## src/rtl/evt_tmr_pkg.sv

```systemverilog
`timescale 1ns/1ps
package evt_tmr_pkg;

  typedef enum logic [1:0] {
    REG_CNT_LO = 2'd0,
    REG_CNT_HI = 2'd1,
    REG_CTRL   = 2'd2,
    REG_STAT   = 2'd3
  } reg_addr_e;

  // control register, packed from bit 6 down to bit 0
  typedef struct packed {
    logic       trig_clr;   // bit 6: special event clears count
    logic       buf16;      // bit 5: buffered high byte
    logic [1:0] psel;       // bits 4:3: prescale select
    logic       async_ext;  // bit 2: external edge bypasses synchronizer
    logic       src_ext;    // bit 1: count external edges
    logic       run;        // bit 0: counting enabled
  } ctrl_t;

  localparam int unsigned CTRL_W = $bits(ctrl_t);

endpackage

```

## src/rtl/evt_tmr_tick.sv

```systemverilog
`timescale 1ns/1ps
module evt_tmr_tick #(
  parameter int unsigned PHASE_W     = 2,
  parameter int unsigned SYNC_STAGES = 2
) (
  input  logic clk,
  input  logic rst,
  input  logic ext_i,
  input  logic src_ext,
  input  logic async_ext,
  input  logic restart,
  output logic tick_o
);

  logic [PHASE_W-1:0]     phase_q;
  logic [SYNC_STAGES-1:0] sync_q;
  logic                   sync_prev_q;
  logic                   raw_prev_q;
  logic                   sync_edge;
  logic                   raw_edge;
  logic                   int_tick;

  // instruction-rate divider
  always_ff @(posedge clk) begin
    if (rst || restart) phase_q <= '0;
    else                phase_q <= phase_q + 1'b1;
  end

  generate
    if (SYNC_STAGES == 1) begin : g_sync_one
      always_ff @(posedge clk) begin
        if (rst) sync_q <= '0;
        else     sync_q <= ext_i;
      end
    end else begin : g_sync_chain
      always_ff @(posedge clk) begin
        if (rst) sync_q <= '0;
        else     sync_q <= {sync_q[SYNC_STAGES-2:0], ext_i};
      end
    end
  endgenerate

  always_ff @(posedge clk) begin
    if (rst) begin
      sync_prev_q <= 1'b0;
      raw_prev_q  <= 1'b0;
    end else begin
      sync_prev_q <= sync_q[SYNC_STAGES-1];
      raw_prev_q  <= ext_i;
    end
  end

  assign sync_edge = sync_q[SYNC_STAGES-1] & ~sync_prev_q;
  assign raw_edge  = ext_i & ~raw_prev_q;
  assign int_tick  = (phase_q == '1);

  always_comb begin
    if (!src_ext)       tick_o = int_tick;
    else if (async_ext) tick_o = raw_edge;
    else                tick_o = sync_edge;
  end

  // internal ticks are spaced by the divider, never back to back
  assert_int_spacing_R2: assert property (@(posedge clk) disable iff (rst)
    (!src_ext && tick_o && !restart) |=> !tick_o);

  // a synchronized edge yields a single-cycle pulse
  assert_sync_pulse_R4: assert property (@(posedge clk) disable iff (rst)
    (src_ext && !async_ext && sync_edge) |=> !sync_edge);

endmodule

```

## src/rtl/evt_tmr_prescale.sv

```systemverilog
`timescale 1ns/1ps
module evt_tmr_prescale #(
  parameter int unsigned PSC_W = 2
) (
  input  logic             clk,
  input  logic             rst,
  input  logic             clr,
  input  logic             en,
  input  logic             tick_i,
  input  logic [PSC_W-1:0] psel,
  output logic             adv_o
);

  localparam int unsigned PCNT_W = (1 << PSC_W) - 1;

  logic [PCNT_W-1:0] pcnt_q;
  logic [PCNT_W-1:0] limit;
  logic              at_limit;

  always_comb limit = PCNT_W'((32'd1 << psel) - 32'd1);
  assign at_limit = (pcnt_q == limit);
  assign adv_o    = en & tick_i & at_limit;

  always_ff @(posedge clk) begin
    if (rst || clr)        pcnt_q <= '0;
    else if (en && tick_i) pcnt_q <= at_limit ? '0 : pcnt_q + 1'b1;
  end

  // after an advance the prescaler starts a fresh period
  assert_wrap_R3: assert property (@(posedge clk) disable iff (rst)
    (adv_o && !clr) |=> (pcnt_q == '0));

  // the count never runs past the selected limit
  assert_limit_R3: assert property (@(posedge clk) disable iff (rst)
    $stable(psel) |-> (pcnt_q <= limit));

endmodule

```

## src/rtl/evt_tmr_core.sv

```systemverilog
`timescale 1ns/1ps
module evt_tmr_core #(
  parameter int unsigned DATA_W = 8
) (
  input  logic                clk,
  input  logic                rst,
  input  logic                wr_lo,
  input  logic                wr_hi,
  input  logic                rd_lo,
  input  logic                buf16,
  input  logic [DATA_W-1:0]   wdata,
  input  logic                adv,
  input  logic                clr_evt,
  input  logic                flag_wr,
  input  logic                flag_wdata,
  output logic [2*DATA_W-1:0] cnt_o,
  output logic [DATA_W-1:0]   hbuf_o,
  output logic                flag_o
);

  localparam int unsigned CNT_W = 2 * DATA_W;

  logic [CNT_W-1:0]  cnt_q;
  logic [DATA_W-1:0] hbuf_q;
  logic              flag_q;
  logic              live_hi_wr;
  logic              cnt_write;
  logic              do_inc;

  assign live_hi_wr = wr_hi & ~buf16;
  assign cnt_write  = wr_lo | live_hi_wr;
  assign do_inc     = adv & ~cnt_write & ~clr_evt;

  always_ff @(posedge clk) begin
    if (rst)             cnt_q <= '0;
    else if (wr_lo)      cnt_q <= buf16 ? {hbuf_q, wdata} : {cnt_q[CNT_W-1:DATA_W], wdata};
    else if (live_hi_wr) cnt_q <= {wdata, cnt_q[DATA_W-1:0]};
    else if (clr_evt)    cnt_q <= '0;
    else if (adv)        cnt_q <= cnt_q + 1'b1;
  end

  always_ff @(posedge clk) begin
    if (rst)                 hbuf_q <= '0;
    else if (buf16 && wr_hi) hbuf_q <= wdata;
    else if (buf16 && rd_lo) hbuf_q <= cnt_q[CNT_W-1:DATA_W];
  end

  always_ff @(posedge clk) begin
    if (rst)                           flag_q <= 1'b0;
    else if (flag_wr)                  flag_q <= flag_wdata;
    else if (do_inc && (cnt_q == '1))  flag_q <= 1'b1;
  end

  assign cnt_o  = cnt_q;
  assign hbuf_o = hbuf_q;
  assign flag_o = flag_q;

  assert_hold_R5: assert property (@(posedge clk) disable iff (rst)
    (!adv && !cnt_write && !clr_evt) |=> $stable(cnt_q));

  assert_step_R2: assert property (@(posedge clk) disable iff (rst)
    (!cnt_write && !clr_evt) |=>
      ((cnt_q == $past(cnt_q)) || (cnt_q == $past(cnt_q) + 1'b1)));

  assert_clear_R6: assert property (@(posedge clk) disable iff (rst)
    (clr_evt && !cnt_write) |=> (cnt_q == '0));

  assert_ovf_set_R7: assert property (@(posedge clk) disable iff (rst)
    (adv && (cnt_q == '1) && !cnt_write && !clr_evt && !flag_wr) |=> flag_o);

  assert_flag_sticky_R7: assert property (@(posedge clk) disable iff (rst)
    (flag_o && !flag_wr) |=> flag_o);

  assert_buf_write_R9: assert property (@(posedge clk) disable iff (rst)
    (buf16 && wr_hi) |=> $stable(cnt_q) || $past(adv) || $past(clr_evt));

endmodule

```

## src/rtl/evt_timer16.sv

```systemverilog
`timescale 1ns/1ps
module evt_timer16
  import evt_tmr_pkg::*;
#(
  parameter int unsigned DATA_W      = 8,
  parameter int unsigned PHASE_W     = 2,
  parameter int unsigned PSC_W       = 2,
  parameter int unsigned SYNC_STAGES = 2
) (
  input  logic              clk,
  input  logic              rst,
  input  logic              ext_clk_i,
  input  logic              sevt_i,
  input  logic              bus_wr_i,
  input  logic              bus_rd_i,
  input  logic [1:0]        bus_addr_i,
  input  logic [DATA_W-1:0] bus_wdata_i,
  output logic [DATA_W-1:0] bus_rdata_o,
  output logic              ovf_flag_o
);

  localparam int unsigned CNT_W = 2 * DATA_W;

  ctrl_t             ctrl_q;
  reg_addr_e         addr;
  logic              wr_lo, wr_hi, wr_ctrl, wr_stat;
  logic              rd_lo;
  logic              restart;
  logic              clr_evt;
  logic              tick;
  logic              adv;
  logic [CNT_W-1:0]  cnt;
  logic [DATA_W-1:0] hbuf;
  logic              flag;
  logic [DATA_W-1:0] rdata_q;
  logic [DATA_W-1:0] rd_mux;

  assign addr    = reg_addr_e'(bus_addr_i);
  assign wr_lo   = bus_wr_i && (addr == REG_CNT_LO);
  assign wr_hi   = bus_wr_i && (addr == REG_CNT_HI);
  assign wr_ctrl = bus_wr_i && (addr == REG_CTRL);
  assign wr_stat = bus_wr_i && (addr == REG_STAT);
  assign rd_lo   = bus_rd_i && (addr == REG_CNT_LO);
  assign restart = wr_lo | wr_hi;
  assign clr_evt = sevt_i & ctrl_q.trig_clr;

  always_ff @(posedge clk) begin
    if (rst)          ctrl_q <= '0;
    else if (wr_ctrl) ctrl_q <= ctrl_t'(bus_wdata_i[CTRL_W-1:0]);
  end

  evt_tmr_tick #(
    .PHASE_W     (PHASE_W),
    .SYNC_STAGES (SYNC_STAGES)
  ) u_tick (
    .clk       (clk),
    .rst       (rst),
    .ext_i     (ext_clk_i),
    .src_ext   (ctrl_q.src_ext),
    .async_ext (ctrl_q.async_ext),
    .restart   (restart),
    .tick_o    (tick)
  );

  evt_tmr_prescale #(
    .PSC_W (PSC_W)
  ) u_pscl (
    .clk    (clk),
    .rst    (rst),
    .clr    (restart),
    .en     (ctrl_q.run),
    .tick_i (tick),
    .psel   (ctrl_q.psel),
    .adv_o  (adv)
  );

  evt_tmr_core #(
    .DATA_W (DATA_W)
  ) u_core (
    .clk        (clk),
    .rst        (rst),
    .wr_lo      (wr_lo),
    .wr_hi      (wr_hi),
    .rd_lo      (rd_lo),
    .buf16      (ctrl_q.buf16),
    .wdata      (bus_wdata_i),
    .adv        (adv),
    .clr_evt    (clr_evt),
    .flag_wr    (wr_stat),
    .flag_wdata (bus_wdata_i[0]),
    .cnt_o      (cnt),
    .hbuf_o     (hbuf),
    .flag_o     (flag)
  );

  always_comb begin
    unique case (addr)
      REG_CNT_LO: rd_mux = cnt[DATA_W-1:0];
      REG_CNT_HI: rd_mux = ctrl_q.buf16 ? hbuf : cnt[CNT_W-1:DATA_W];
      REG_CTRL:   rd_mux = DATA_W'(ctrl_q);
      REG_STAT:   rd_mux = DATA_W'(flag);
      default:    rd_mux = '0;
    endcase
  end

  always_ff @(posedge clk) begin
    if (rst)           rdata_q <= '0;
    else if (bus_rd_i) rdata_q <= rd_mux;
  end

  assign bus_rdata_o = rdata_q;
  assign ovf_flag_o  = flag;

  assert_one_op_R10: assert property (@(posedge clk) disable iff (rst)
    !(bus_wr_i && bus_rd_i));

  assert_rd_status_R10: assert property (@(posedge clk) disable iff (rst)
    (bus_rd_i && (addr == REG_STAT)) |=> (bus_rdata_o == DATA_W'($past(ovf_flag_o))));

  assert_rdata_idle_R10: assert property (@(posedge clk) disable iff (rst)
    !bus_rd_i |=> $stable(bus_rdata_o));

  assert_stopped_R5: assert property (@(posedge clk) disable iff (rst)
    !ctrl_q.run |-> !adv);

endmodule

```

## config.mk

```make
export PLATFORM = sky130hd
export DESIGN_NAME = evt_timer16
export DESIGN_NICKNAME = d
export VERILOG_FILES = /design/src/rtl/evt_tmr_pkg.sv /design/src/rtl/evt_tmr_tick.sv /design/src/rtl/evt_tmr_prescale.sv /design/src/rtl/evt_tmr_core.sv /design/src/rtl/evt_timer16.sv
export SDC_FILE = /design/constraint.sdc
export NUM_CORES = 1
export LEC_CHECK = 0
export BUFFER_PORTS_ARGS = -buffer_cell sky130_fd_sc_hd__buf_2
export CORE_ASPECT_RATIO = 0.75
export CORE_UTILIZATION = 58
export DETAILED_ROUTE_END_ITERATION = 6
export PLACE_DENSITY = 0.78
export SYNTH_ARGS = -nofsm -noshare
export SYNTH_HDL_FRONTEND = slang
export SYNTH_SLANG_ARGS = --single-unit
```

## constraint.sdc

```tcl
create_clock -name clk -period 2.4 [get_ports clk]
set_input_delay 0.24 -clock clk [delete_from_list [all_inputs] [get_ports clk]]
set_output_delay 0.24 -clock clk [all_outputs]
set_load 0.01 [all_outputs]
```

==> key figures, run 1 <==
Power
  • Switching share of power: between 20% and 30%
  • Total power divided by cell area: 539 mW/mm²
  • Leak: 1.09 nW
  • Max VDD drop: between 0.3 and 0.4 mV
  • Switching power: about 460 µW
  • Combinational share of power: roughly an eighth
  • Internal cell power: 1.21 mW
  • Flop pwr share: 50.2%
  • Clock power share: 36.7%

Clock network
  • CTS resizes: 0
  • CTS Hold Buffers Added: 0
  • Clk pin slew, worst setup/hold paths: 100 ps
  • CTS tree: done
  • Deepest clock path buffer count: 2
  • # H-tree levels: 2
  • CTS root buffer: clkbuf_8
  • Post-CTS Setup Repair Bufs: 0
  • Count of clock tree sinks: 48
  • Clock latency at the later pin of the worst-skew pair: between 300 and 400 ps
  • CTS buffer count: 5

Logic synthesis
  • Post-synthesis async set-or-reset flop share: 0%
  • Area leader, netlist: dfxtp_1
  • Unique masters post-synth: 57
  • Warning count from the yosys run: 0
  • Synthesized area: ~0.0028 mm²
  • Synth Area in Adders: between 1 and 1.5%
  • Post-synthesis net count: 377
  • Post-synthesis mux area share: about 5.7%
  • Top FF cell, synth: dfxtp_1
  • Post-synthesis sequential area ratio: 34.4%
  • Xor and xnor fraction of the mapped netlist area: 0%
  • #FFs+latches synth: 48
  • Largest family of logic cells by synthesized area: compound AO/OA/AOI/OAI gates
  • Avg Cell Area, Syn: between 7 and 8 µm²
  • Area contributors post-synth: dfxtp_1, a21oi_1, nor2_1
  • Post-Synthesis Cells: approximately 360
  • Synth Area in Compound Gates: between 20% and 30%
  • Number of synthesized flops with an enable pin: 0
  • Synth Area in Simple Gates: between 20% and 30%
  • Top-area cell type share of the netlist area: about a third

Floorplan
  • Die area: a little over 0.005 mm²
  • Ports: 25
  • Initial Util: between 60% and 70%
  • Die height: roughly 62 µm
  • Row cnt: 21
  • Die X-Extent: 82.2 µm
  • Core Area: about 0.0045 mm²

STA
  • Fmax: 0.492 GHz
  • RSZ-0062 raised after global routing: no
  • Worst hold margin: between 150 and 200 ps
  • Final setup fails: 0
  • Skew final: 7.21 ps
  • Fin crit period: approximately 2000 ps
  • Setup TNS Final: 0 ps
  • Worst slew pin tran: 604 ps
  • Slew Viols, Final: 0
  • Period Utilization, post-route: 84.7%
  • Final hold vios: 0
  • Max-slew headroom: roughly 59%

Finish
  • Most frequent cells in the layout: dfxtp_1, a21oi_1, nor2_1, nand2_1, buf_2
  • Area growth from synthesis to layout: 10.8%
  • Antenna cell count: 0
  • Seq. cell area: 961 µm²
  • Area of the multi-input gates: between 0.0015 and 0.002 mm²
  • Fin nets: 398
  • Layout cell share with drive strength beyond 1: ~15%
  • Fin util: around two thirds
  • Filler Cells Inserted: around 380
  • Cell area after layout: a little over 0.003 mm²
  • Commonest non-fill, non-tap cell in the layout: dfxtp_1

Run status
  • Status: finished clean

Setup path
  • CP Data Required Time: 2610 ps
  • Worst r2r dst: u_core.cnt_o[3]$_SDFFE_PP0P_
  • Crit-path max FO: 5
  • Startpoint types: register
  • Reg2reg path depth: 7
  • Worst Setup End Kind: register
  • Crit Reg-Reg Startpoint: u_tick.phase_q[0]$_SDFF_PP0_
  • R2R setup slack: ~370 ps
  • Critical path data arrival time: 2240 ps
  • Cell Chain, Critical Path: ha_1 > o21ai_0 > nor3_2 > buf_4 > a221oi_2 > nor2_1 > a32o_1
  • Crit Path Class: reg2reg
  • Crit path largest cell delay: ~420 ps
  • Crit path launch: u_tick.phase_q[0]$_SDFF_PP0_
  • Slowest stage cell, crit path: a221oi_2

Global routing
  • Wire length of the first global-routing pass: between 10,000 and 15,000 µm
  • Initial antenna violation count: 0
  • Total GRT Usage: between 30% and 40%
  • Global route overflow: 0
  • Number of global-route vias before repair: 2,486
  • Largest net degree at the start of global routing: 30

Drt
  • First DRT Iteration DRCs: a little over 300
  • Wire length per cell: 18.0 µm
  • Met1 WL: roughly 3700 µm
  • Max Used Layer: met4
  • Final ANT Viol Nets: 0
  • Aggregate routed wire length: 7850 µm
  • Mean number of vias per cell: about 6.5
  • Via count: around 2,800
  • Met3 Routed Length: between 800 and 900 µm
  • Routed length on met2: 3140 µm
  • Remaining DRCs: 0
  • Drt first pass iters: 5

Worst hold path
  • Min-Delay Path Class: in2reg
  • Hold-critical path depth: 2
  • HP Start: ext_clk_i
  • Hold Path End: u_tick.sync_q[0]$_SDFF_PP0_

Placement
  • IO Port Bufs: 24
  • Gp weighted congestion: 0.938
  • Hpwl dp: 5790 µm
  • Dpl cell area: around 0.003 mm²

Job
  • Total of max-cap violations: 0
## worst max-delay path by stage
stage	cells after the start	end	slack, ps
CTS	7	u_core.cnt_o[3]$_SDFFE_PP0P_	430
global route	7	u_core.flag_o$_SDFFE_PP0P_	240
floorplan	6	u_core.cnt_o[15]$_SDFFE_PP0P_	610
detailed placement	7	u_core.cnt_o[3]$_SDFFE_PP0P_	450
global placement	7	u_core.cnt_o[3]$_SDFFE_PP0P_	450
finish	7	u_core.cnt_o[3]$_SDFFE_PP0P_	370
## registers in the layout (all words and copies together), names as in the netlist
signal              cells
u_core.flag_o           1
u_tick.phase_q          2
u_tick.sync_prev_q      1
u_core.hbuf_o           8
ctrl_q                  7
bus_rdata_o             8
u_core.cnt_o           16
u_pscl.pcnt_q           3
u_tick.sync_q           2
## power by group through the flow
stage	Clock, mW	Combinational [mW]	Sequential [mW]
3_5_place_dp	0	0.213	0.856
3_3_place_gp	0	0.212	0.855
6_report	0.613	0.219	0.839
5_1_grt	0.651	0.237	0.842
2_1_floorplan	0	0.142	0.854
4_1_cts	0.616	0.214	0.838
## stage by stage
stage	instances	total power [mW]	worst slack, ps
after detailed placement	429	1.07	450
after CTS	437	1.67	426
final	437	1.67	368
after floorplan	358	0.996	611
after global routing	437	1.73	238
after global placement	429	1.07	451
## worst max-delay path, delay by kind of cell (launching register included)
| kind | cells | cell delay (ps) |
|---|---|---|
| AOI/OAI and AO/OA | 3 | 890 |
| DFF | 1 | 330 |
| and+or+nand+nor | 2 | 330 |
| adders and majority gates | 1 | 200 |
| buffers and inverters | 1 | 180 |
## area by class of cell
type / instances / area share [%]
flip-flops and latches: 48 / 31.0
clock buffers: 5 / 2.22
repair buffers: 36 / 6.78
inverters: 6 / 0.727
clock inverters: 3 / 1.49
well taps: 57 / 2.30
multi-input cells: 282 / 55.5
## routing by layer
metal	vias up	GRT usage, %
li1	1358	-
met1	1290	48.2
met2	166	43.2
met3	20	7.94
met4	0	11.8
met5	-	0
## synthesized netlist by cell type (2+ instances only)
cell type	n
a211oi_1	18
a21oi_1	45
a22o_1	2
a22oi_1	7
a31oi_1	5
and2_1	2
and3_1	3
and4_1	2
buf_2	3
clkbuf_1	17
dfxtp_1	48
ha_1	3
inv_1	5
mux2i_1	11
nand2_1	36
nand2b_1	10
nand3_1	17
nand3b_1	7
nor2_1	38
nor2b_1	7
nor3_1	8
nor3_2	2
nor3b_1	3
o211ai_1	5
o21ai_0	14
o21bai_1	6
o31ai_1	3
or3_1	2
## logic make-up (layout without fill, tap and decap cells)
family                   after synthesis  after routing
multiplexers                          14             14
adder cells (fa/ha/maj)                3              3
flip-flops                            48             48
buffers and inverters                 28             50
AND/OR/NAND/NOR                      146            146
AO/OA/AOI/OAI                        119            119
(Power assumes the default switching activity.)
==> run 2: changes to the inputs <==
--- a/config.mk
+++ b/config.mk
@@ -7,9 +7,9 @@
 export LEC_CHECK = 0
 export BUFFER_PORTS_ARGS = -buffer_cell sky130_fd_sc_hd__buf_2
 export CORE_ASPECT_RATIO = 0.75
-export CORE_UTILIZATION = 58
+export CORE_UTILIZATION = 54
 export DETAILED_ROUTE_END_ITERATION = 6
-export PLACE_DENSITY = 0.78
+export PLACE_DENSITY = 0.76
 export SYNTH_ARGS = -nofsm -noshare
 export SYNTH_HDL_FRONTEND = slang
 export SYNTH_SLANG_ARGS = --single-unit
==> constraint.sdc (replaced) <==
create_clock -name clk -period 1.8 [get_ports clk]
set_input_delay 0.18 -clock clk [delete_from_list [all_inputs] [get_ports clk]]
set_output_delay 0.18 -clock clk [all_outputs]
set_load 0.01 [all_outputs]
==> run 2 against run 1 <==
  * First-iteration DRC count increased by 5.6%
  * Total power increased by 29%
  * Critical path depth decreased by 1
  * Non-clock buffer count increased by 41
  * Clock power increased by 12%
  * Via count increased by 6.3%
  * Register-to-register slack got worse by 470 ps
  * Clock skew increased by 0.74 ps
  * Fmax increased by 7.1%
  * Critical endpoint is now u_core.cnt_o[15]$_SDFFE_PP0P_
  * Clock-buffer cell count increased by 1
  * The run now ends with setup timing left
==> key figures, run 2 (synthesis results as in run 1) <==
STA
  • Skew final: 7.95 ps (was 7.21 ps)
  • Fin crit period: 1900 ps (was 2030 ps)
  • Slew Viols, Final: 0 (unchanged)
  • Final setup fails: 13 (was 0)
  • RSZ-0062 raised after global routing: yes (was no)
  • Fmax: 0.527 GHz (was 0.492 GHz)
  • Final hold vios: 0 (unchanged)
  • Setup TNS Final: -811 ps (was 0 ps)
  • Final setup margin: -97.7 ps (was 368 ps)
  • Max-slew headroom: 67.6% (was 58.7%)
  • Period Utilization, post-route: 105% (was 84.7%)
  • Worst slew pin tran: 474 ps (was 604 ps)

Setup path
  • CP Data Required Time: 2000 ps (was 2610 ps)
  • Crit Reg-Reg Startpoint: u_pscl.pcnt_q[2]$_SDFFE_PP0N_ (was u_tick.phase_q[0]$_SDFF_PP0_)
  • Worst r2r dst: u_core.cnt_o[15]$_SDFFE_PP0P_ (was u_core.cnt_o[3]$_SDFFE_PP0P_)
  • Worst Setup End Kind: register (unchanged)
  • Crit-path max FO: 6 (was 5)
  • Critical path data arrival time: 2100 ps (was 2240 ps)
  • R2R setup slack: -100 ps (was 370 ps)
  • Crit Path Class: reg2reg (unchanged)
  • Startpoint types: register (unchanged)
  • Reg2reg path depth: 6 (was 7)

Clock network
  • # H-tree levels: 2 (unchanged)
  • CTS buffer count: 5 (unchanged)
  • Count of clock tree sinks: 48 (unchanged)
  • Clock latency at the later pin of the worst-skew pair: 300 ps (was 310 ps)
  • CTS Hold Buffers Added: 0 (unchanged)
  • CTS root buffer: clkbuf_8 (unchanged)
  • Post-CTS Setup Repair Bufs: 0 (unchanged)
  • Deepest clock path buffer count: 2 (unchanged)
  • Clk pin slew, worst setup/hold paths: 90 ps (was 100 ps)
  • CTS tree: done (unchanged)

Drt
  • Remaining DRCs: 0 (unchanged)
  • Mean number of vias per cell: 6.26 (was 6.49)
  • Via count: 3,012 (was 2,834)
  • Aggregate routed wire length: 8500 µm (was 7850 µm)
  • Wire length per cell: 17.7 µm (was 18.0 µm)
  • Final ANT Viol Nets: 0 (unchanged)
  • Drt first pass iters: 5 (unchanged)
  • First DRT Iteration DRCs: 321 (was 304)

Run status
  • Status: complete, but fails checks (was finished clean)
  • Failing checks: setup timing

Global routing
  • Largest net degree at the start of global routing: 22 (was 30)
  • Wire length of the first global-routing pass: 13,900 µm (was 12,400 µm)
  • Global route overflow: 0 (unchanged)
  • Number of global-route vias before repair: 2,792 (was 2,486)
  • Initial antenna violation count: 0 (unchanged)
  • Total GRT Usage: 32.7% (was 32.1%)

Placement
  • Gp weighted congestion: 0.979 (was 0.938)
  • IO Port Bufs: 24 (unchanged)
  • Hpwl dp: 6490 µm (was 5790 µm)
  • Setup WS pre-CTS: -120 ps (was 450 ps)

Worst hold path
  • Min-Delay Path Class: in2reg (unchanged)
  • HP Start: ext_clk_i (unchanged)
  • Hold Path End: u_tick.sync_q[0]$_SDFF_PP0_ (unchanged)
  • Hold-critical path depth: 2 (unchanged)

Floorplan
  • Die area: 0.00547 mm² (was 0.00511 mm²)
  • Initial Util: 56.8% (was 61.5%)
  • Ports: 25 (unchanged)
  • Core Area: 0.00493 mm² (was 0.00455 mm²)
  • Die X-Extent: 85.1 µm (was 82.2 µm)
  • Die height: 64.3 µm (was 62.1 µm)
  • Row cnt: 22 (was 21)

Finish
  • Layout cell share with drive strength beyond 1: 26.1% (was 15.0%)
  • Antenna cell count: 0 (unchanged)
  • Filler Cells Inserted: 402 (was 383)
  • Commonest non-fill, non-tap cell in the layout: buf_4 (was dfxtp_1)
  • Largest register FFs: 16 (unchanged)
  • Area growth from synthesis to layout: 23.5% (was 10.8%)
  • Fin util: 70.1% (was 68.2%)
  • Most frequent cells in the layout: buf_4, a21oi_1, dfxtp_1, nor2_1, nand2_1 (was dfxtp_1, a21oi_1, nor2_1, nand2_1, buf_2)
  • Fin nets: 439 (was 398)

Power
  • Max VDD drop: 0.388 mV (was 0.390 mV)
  • Leak: 1.31 nW (was 1.09 nW)
  • Total power divided by cell area: 624 mW/mm² (was 539 mW/mm²)

Job
  • Total of max-cap violations: 0 (unchanged)
==> run 2: per-stage QoR <==
| stage | cell area [µm²] | hold WS (ps) | cells | total power, mW |
|---|---|---|---|---|
| after CTS | 3410 | 115 | 480 | 2.15 |
| after detailed placement | 3300 | 416 | 473 | 1.47 |
| final | 3450 | 112 | 481 | 2.16 |
| after floorplan | 2800 | 308 | 358 | 1.33 |
| after global placement | 3300 | 407 | 473 | 1.46 |
| after global routing | 3450 | 124 | 481 | 2.23 |
==> run 2: critical path: stages (launching register included) <==
cell	delay (ps)
dfxtp_2	330
or4_4	520
mux2i_2	190
a31o_4	180
a31oi_4	150
mux2_4	320
o2bb2ai_1	120
==> run 2: worst max-delay path by stage <==
stage | from | end | slack, ps | cells after the start
finish | u_pscl.pcnt_q[2]$_SDFFE_PP0N_ | u_core.cnt_o[15]$_SDFFE_PP0P_ | -100 | 6
detailed placement | u_pscl.pcnt_q[2]$_SDFFE_PP0N_ | u_core.cnt_o[7]$_SDFFE_PP0P_ | -120 | 7
floorplan | u_pscl.pcnt_q[2]$_SDFFE_PP0N_ | u_core.cnt_o[15]$_SDFFE_PP0P_ | 10 | 6
global placement | u_pscl.pcnt_q[2]$_SDFFE_PP0N_ | u_core.cnt_o[7]$_SDFFE_PP0P_ | -20 | 7
global route | u_pscl.pcnt_q[2]$_SDFFE_PP0N_ | u_core.cnt_o[10]$_SDFFE_PP0P_ | -160 | 7
CTS | u_pscl.pcnt_q[2]$_SDFFE_PP0N_ | u_core.cnt_o[15]$_SDFFE_PP0P_ | -90 | 6
==> run 2: timing repair <==
item | 4_1_cts | 5_1_grt
cloned | 0 | 1
pin swaps | 9 | 3
gates resized for setup | 11 | 9
endpoints found under the hold margin | 0 | 0
endpoints found under the setup margin | 17 | 19
==> run 2: cell type report <==
class | instances | area [µm²] | share of cell area (%)
Clock buffer | 6 | 82.6 | 2.39
Clock inverter | 2 | 13.8 | 0.398
Inverter | 6 | 22.5 | 0.652
Multi-Input combinational cell | 282 | 1780 | 51.4
Sequential cell | 48 | 966 | 28.0
Tap cell | 60 | 75.1 | 2.17
Timing Repair Buffer | 77 | 519 | 15.0
==> run 2: where the power goes <==
part / switching, mW / leakage (nW) / internal (mW)
combinational: 0.210 / 0.869 / 0.149
clock: 0.373 / 0.0516 / 0.315
sequential: 0.0191 / 0.392 / 1.09
==> run 2: layer usage <==
layer / up-vias / GRT usage (%) / part of all wire (%)
li1: 1436 / - / -
met1: 1421 / 46.7 / 46
met2: 139 / 49.9 / 43
met3: 16 / 6.72 / 9.2
met4: 0 / 8.90 / 1.7
met5: - / 0 / 0
==> run 3: changes to the inputs <==
--- a/config.mk
+++ b/config.mk
@@ -7,9 +7,10 @@
 export LEC_CHECK = 0
 export BUFFER_PORTS_ARGS = -buffer_cell sky130_fd_sc_hd__buf_2
 export CORE_ASPECT_RATIO = 0.75
-export CORE_UTILIZATION = 54
+export CORE_UTILIZATION = 45
 export DETAILED_ROUTE_END_ITERATION = 6
-export PLACE_DENSITY = 0.76
+export MAX_ROUTING_LAYER = met4
+export PLACE_DENSITY = 0.66
 export SYNTH_ARGS = -nofsm -noshare
 export SYNTH_HDL_FRONTEND = slang
 export SYNTH_SLANG_ARGS = --single-unit
==> run 3 against run 2 <==
  * The run still ends with setup timing left
  * Setup slack gained 30 ps
  * Fmax grew 1.6%
  * Combinational power shrank 2%
  * Critical path depth grew 1
  * Sequential share of layout area shrank 0.14 points
  * Clock-buffer cell count is the same
  * First-iteration DRC count shrank 7.2%
  * Total power grew 4.8%
  * Sequential power is essentially flat
  * Via count shrank 0.23%
  * Utilization shrank 12 points
  * Register-to-register slack gained 30 ps
  * Largest power group unchanged
==> key figures, run 3 (synthesis results as in run 1) <==
STA
  • Max-slew headroom: 64.6% (was 67.6%)
  • Final setup fails: 11 (was 13)
  • Period Utilization, post-route: 104% (was 105%)
  • Worst slew pin tran: 517 ps (was 474 ps)
  • Final hold vios: 0 (unchanged)
  • Fmax: 0.535 GHz (was 0.527 GHz)
  • Fin crit period: 1870 ps (was 1900 ps)
  • RSZ-0062 raised after global routing: yes (unchanged)
  • Skew final: 11.7 ps (was 7.95 ps)
  • Final setup margin: -67.9 ps (was -97.7 ps)
  • Slew Viols, Final: 0 (unchanged)

Finish
  • Antenna cell count: 0 (unchanged)
  • Area growth from synthesis to layout: 23.7% (was 23.5%)
  • Layout Cells excl Fill: 495 (was 481)
  • Fin nets: 435 (was 439)
  • Most frequent cells in the layout: dfxtp_1, buf_4, a21oi_1, nor2_1, nand2_1 (was buf_4, a21oi_1, dfxtp_1, nor2_1, nand2_1)
  • Layout cell share with drive strength beyond 1: 24.5% (was 26.1%)
  • Largest register FFs: 16 (unchanged)

Global routing
  • Largest net degree at the start of global routing: 21 (was 22)
  • Total GRT Usage: 29.2% (was 32.7%)
  • Global route overflow: 0 (unchanged)
  • Number of global-route vias before repair: 2,682 (was 2,792)
  • Initial antenna violation count: 0 (unchanged)
  • Wire length of the first global-routing pass: 14,300 µm (was 13,900 µm)

Floorplan
  • Initial Util: 47.3% (was 56.8%)
  • Die height: 70.3 µm (was 64.3 µm)
  • Ports: 25 (unchanged)
  • Die X-Extent: 93.0 µm (was 85.1 µm)
  • Die area: 0.00654 mm² (was 0.00547 mm²)
  • Core Area: 0.00592 mm² (was 0.00493 mm²)
  • Row cnt: 24 (was 22)

Drt
  • Aggregate routed wire length: 8800 µm (was 8500 µm)
  • Final ANT Viol Nets: 0 (unchanged)
  • Via count: 3,005 (was 3,012)
  • Wire length per cell: 17.8 µm (was 17.7 µm)
  • First DRT Iteration DRCs: 298 (was 321)
  • Drt first pass iters: 4 (was 5)
  • Remaining DRCs: 0 (unchanged)
  • Mean number of vias per cell: 6.07 (was 6.26)

Setup path
  • Cell Chain, Critical Path: or4_1 > mux2i_1 > a31o_4 > a31oi_4 > buf_6 > or2_0 > a21oi_1 (was or4_4 > mux2i_2 > a31o_4 > a31oi_4 > mux2_4 > o2bb2ai_1)
  • CP Data Required Time: 2040 ps (was 2000 ps)
  • Crit path buffers/inverters: 1 (was 0)
  • Reg2reg path depth: 7 (was 6)
  • Crit path max-delay family: simple AND/OR/NAND/NOR gates (unchanged)
  • R2R setup slack: -70 ps (was -100 ps)
  • Crit-path max FO: 7 (was 6)
  • Crit path largest cell delay: 520 ps (about the same)
  • Worst Setup End Kind: register (unchanged)
  • Critical path data arrival time: 2100 ps (about the same)
  • Worst r2r dst: u_core.cnt_o[14]$_SDFFE_PP0P_ (was u_core.cnt_o[15]$_SDFFE_PP0P_)
  • Startpoint types: register (unchanged)
  • Crit Reg-Reg Startpoint: u_pscl.pcnt_q[2]$_SDFFE_PP0N_ (unchanged)
  • Slowest stage cell, crit path: or4_1 (was or4_4)
  • Crit Path Class: reg2reg (unchanged)

Power
  • Clock power share: 35.3% (was 31.9%)
  • Switching share of power: 27.0% (was 27.9%)
  • Max VDD drop: 0.351 mV (was 0.388 mV)
  • Internal cell power: 1.65 mW (was 1.55 mW)
  • Total power divided by cell area: 654 mW/mm² (was 624 mW/mm²)
  • Pwr Total: 2.26 mW (was 2.16 mW)
  • Switching power: 611 µW (was 601 µW)
  • Flop pwr share: 49.2% (was 51.5%)
  • Leak: 1.30 nW (was 1.31 nW)
  • Combinational share of power: 15.5% (was 16.6%)

Worst hold path
  • Hold-critical path depth: 2 (unchanged)
  • Min-Delay Path Class: in2reg (unchanged)
  • HP Start: ext_clk_i (unchanged)
  • Hold Path End: u_tick.sync_q[0]$_SDFF_PP0_ (unchanged)

Run status
  • Status: complete, but fails checks (unchanged)
  • Failing checks: setup timing (unchanged)

Placement
  • IO Port Bufs: 24 (unchanged)
  • Setup WS pre-CTS: -74.0 ps (was -120 ps)
  • Placed cell count: 487 (was 473)
  • Gp weighted congestion: 0.936 (was 0.979)
  • Hpwl dp: 6440 µm (was 6490 µm)

Clock network
  • CTS buffer count: 5 (unchanged)
  • Clk pin slew, worst setup/hold paths: 90 ps (about the same)
  • CTS Hold Buffers Added: 0 (unchanged)
  • CTS root buffer: clkbuf_8 (unchanged)
  • Count of clock tree sinks: 48 (unchanged)
  • Clock latency at the later pin of the worst-skew pair: 310 ps (was 300 ps)
  • CTS tree: done (unchanged)
  • Deepest clock path buffer count: 2 (unchanged)
  • # H-tree levels: 2 (unchanged)

Job
  • Total of max-cap violations: 0 (unchanged)
==> run 3: stage by stage <==
stage | TNS, ps | cell area [µm²] | hold WS (ps) | utilization (%)
after floorplan | 0 | 2800 | 308 | -
after global placement | -65.9 | 3290 | 408 | 55.6
after detailed placement | -431 | 3290 | 420 | 55.6
after CTS | -453 | 3430 | 121 | 58.0
after global routing | -2010 | 3460 | 133 | 58.5
final | -366 | 3460 | 132 | 58.5
==> run 3: layout make-up <==
| type | count | area [µm²] |
|---|---|---|
| Fill cell | 521 | 2460 |
| Timing Repair Buffer | 73 | 495 |
| Inverter | 6 | 22.5 |
| Clock buffer | 6 | 72.6 |
| Tap cell | 78 | 97.6 |
| Multi-Input combinational cell | 282 | 1770 |
| Clock inverter | 2 | 35.0 |
| Sequential cell | 48 | 962 |
==> run 3: power groups by stage <==
stage,combinational [mW],clock [mW],sequential [mW]
floorplan,0.189,0,1.14
global placement,0.330,0,1.13
detailed placement,0.332,0,1.14
CTS,0.342,0.808,1.11
global route,0.383,0.856,1.12
finish,0.351,0.798,1.11
==> run 3: worst reg2reg max path, delay by kind of cell (launching register included) <==
family | cells | cell delay, ps
simple gates | 2 | 730
compound gates | 3 | 400
buf+inv | 1 | 160
flops | 1 | 320
mux | 1 | 190
==> run 3: worst max-delay path by stage <==
| stage | cells after the start | endpoint | startpoint |
|---|---|---|---|
| finish | 7 | u_core.cnt_o[14]$_SDFFE_PP0P_ | u_pscl.pcnt_q[2]$_SDFFE_PP0N_ |
| global route | 7 | u_core.cnt_o[14]$_SDFFE_PP0P_ | u_pscl.pcnt_q[2]$_SDFFE_PP0N_ |
| CTS | 7 | u_core.cnt_o[14]$_SDFFE_PP0P_ | u_pscl.pcnt_q[2]$_SDFFE_PP0N_ |
| detailed placement | 7 | u_core.cnt_o[7]$_SDFFE_PP0P_ | u_pscl.pcnt_q[2]$_SDFFE_PP0N_ |
| global placement | 7 | u_core.flag_o$_SDFFE_PP0P_ | u_core.cnt_o[0]$_SDFFE_PP0P_ |
| floorplan | 6 | u_core.cnt_o[15]$_SDFFE_PP0P_ | u_pscl.pcnt_q[2]$_SDFFE_PP0N_ |
==> run 3: routing by layer <==
metal | up-vias | global-route usage, % | part of all wire, %
met5 | - | - | 0
met4 | 0 | 6.32 | 1.4
met3 | 17 | 5.12 | 8.7
met2 | 143 | 41.3 | 42
met1 | 1421 | 43.1 | 48
li1 | 1424 | - | -
==> run 3: timing repair <==
| item | CTS | global route |
|---|---|---|
| setup buffers | 1 | 0 |
| setup endpoints to repair | 17 | 18 |
| gates cloned | 0 | 0 |
| pin swaps | 6 | 2 |
| resized for setup | 8 | 9 |
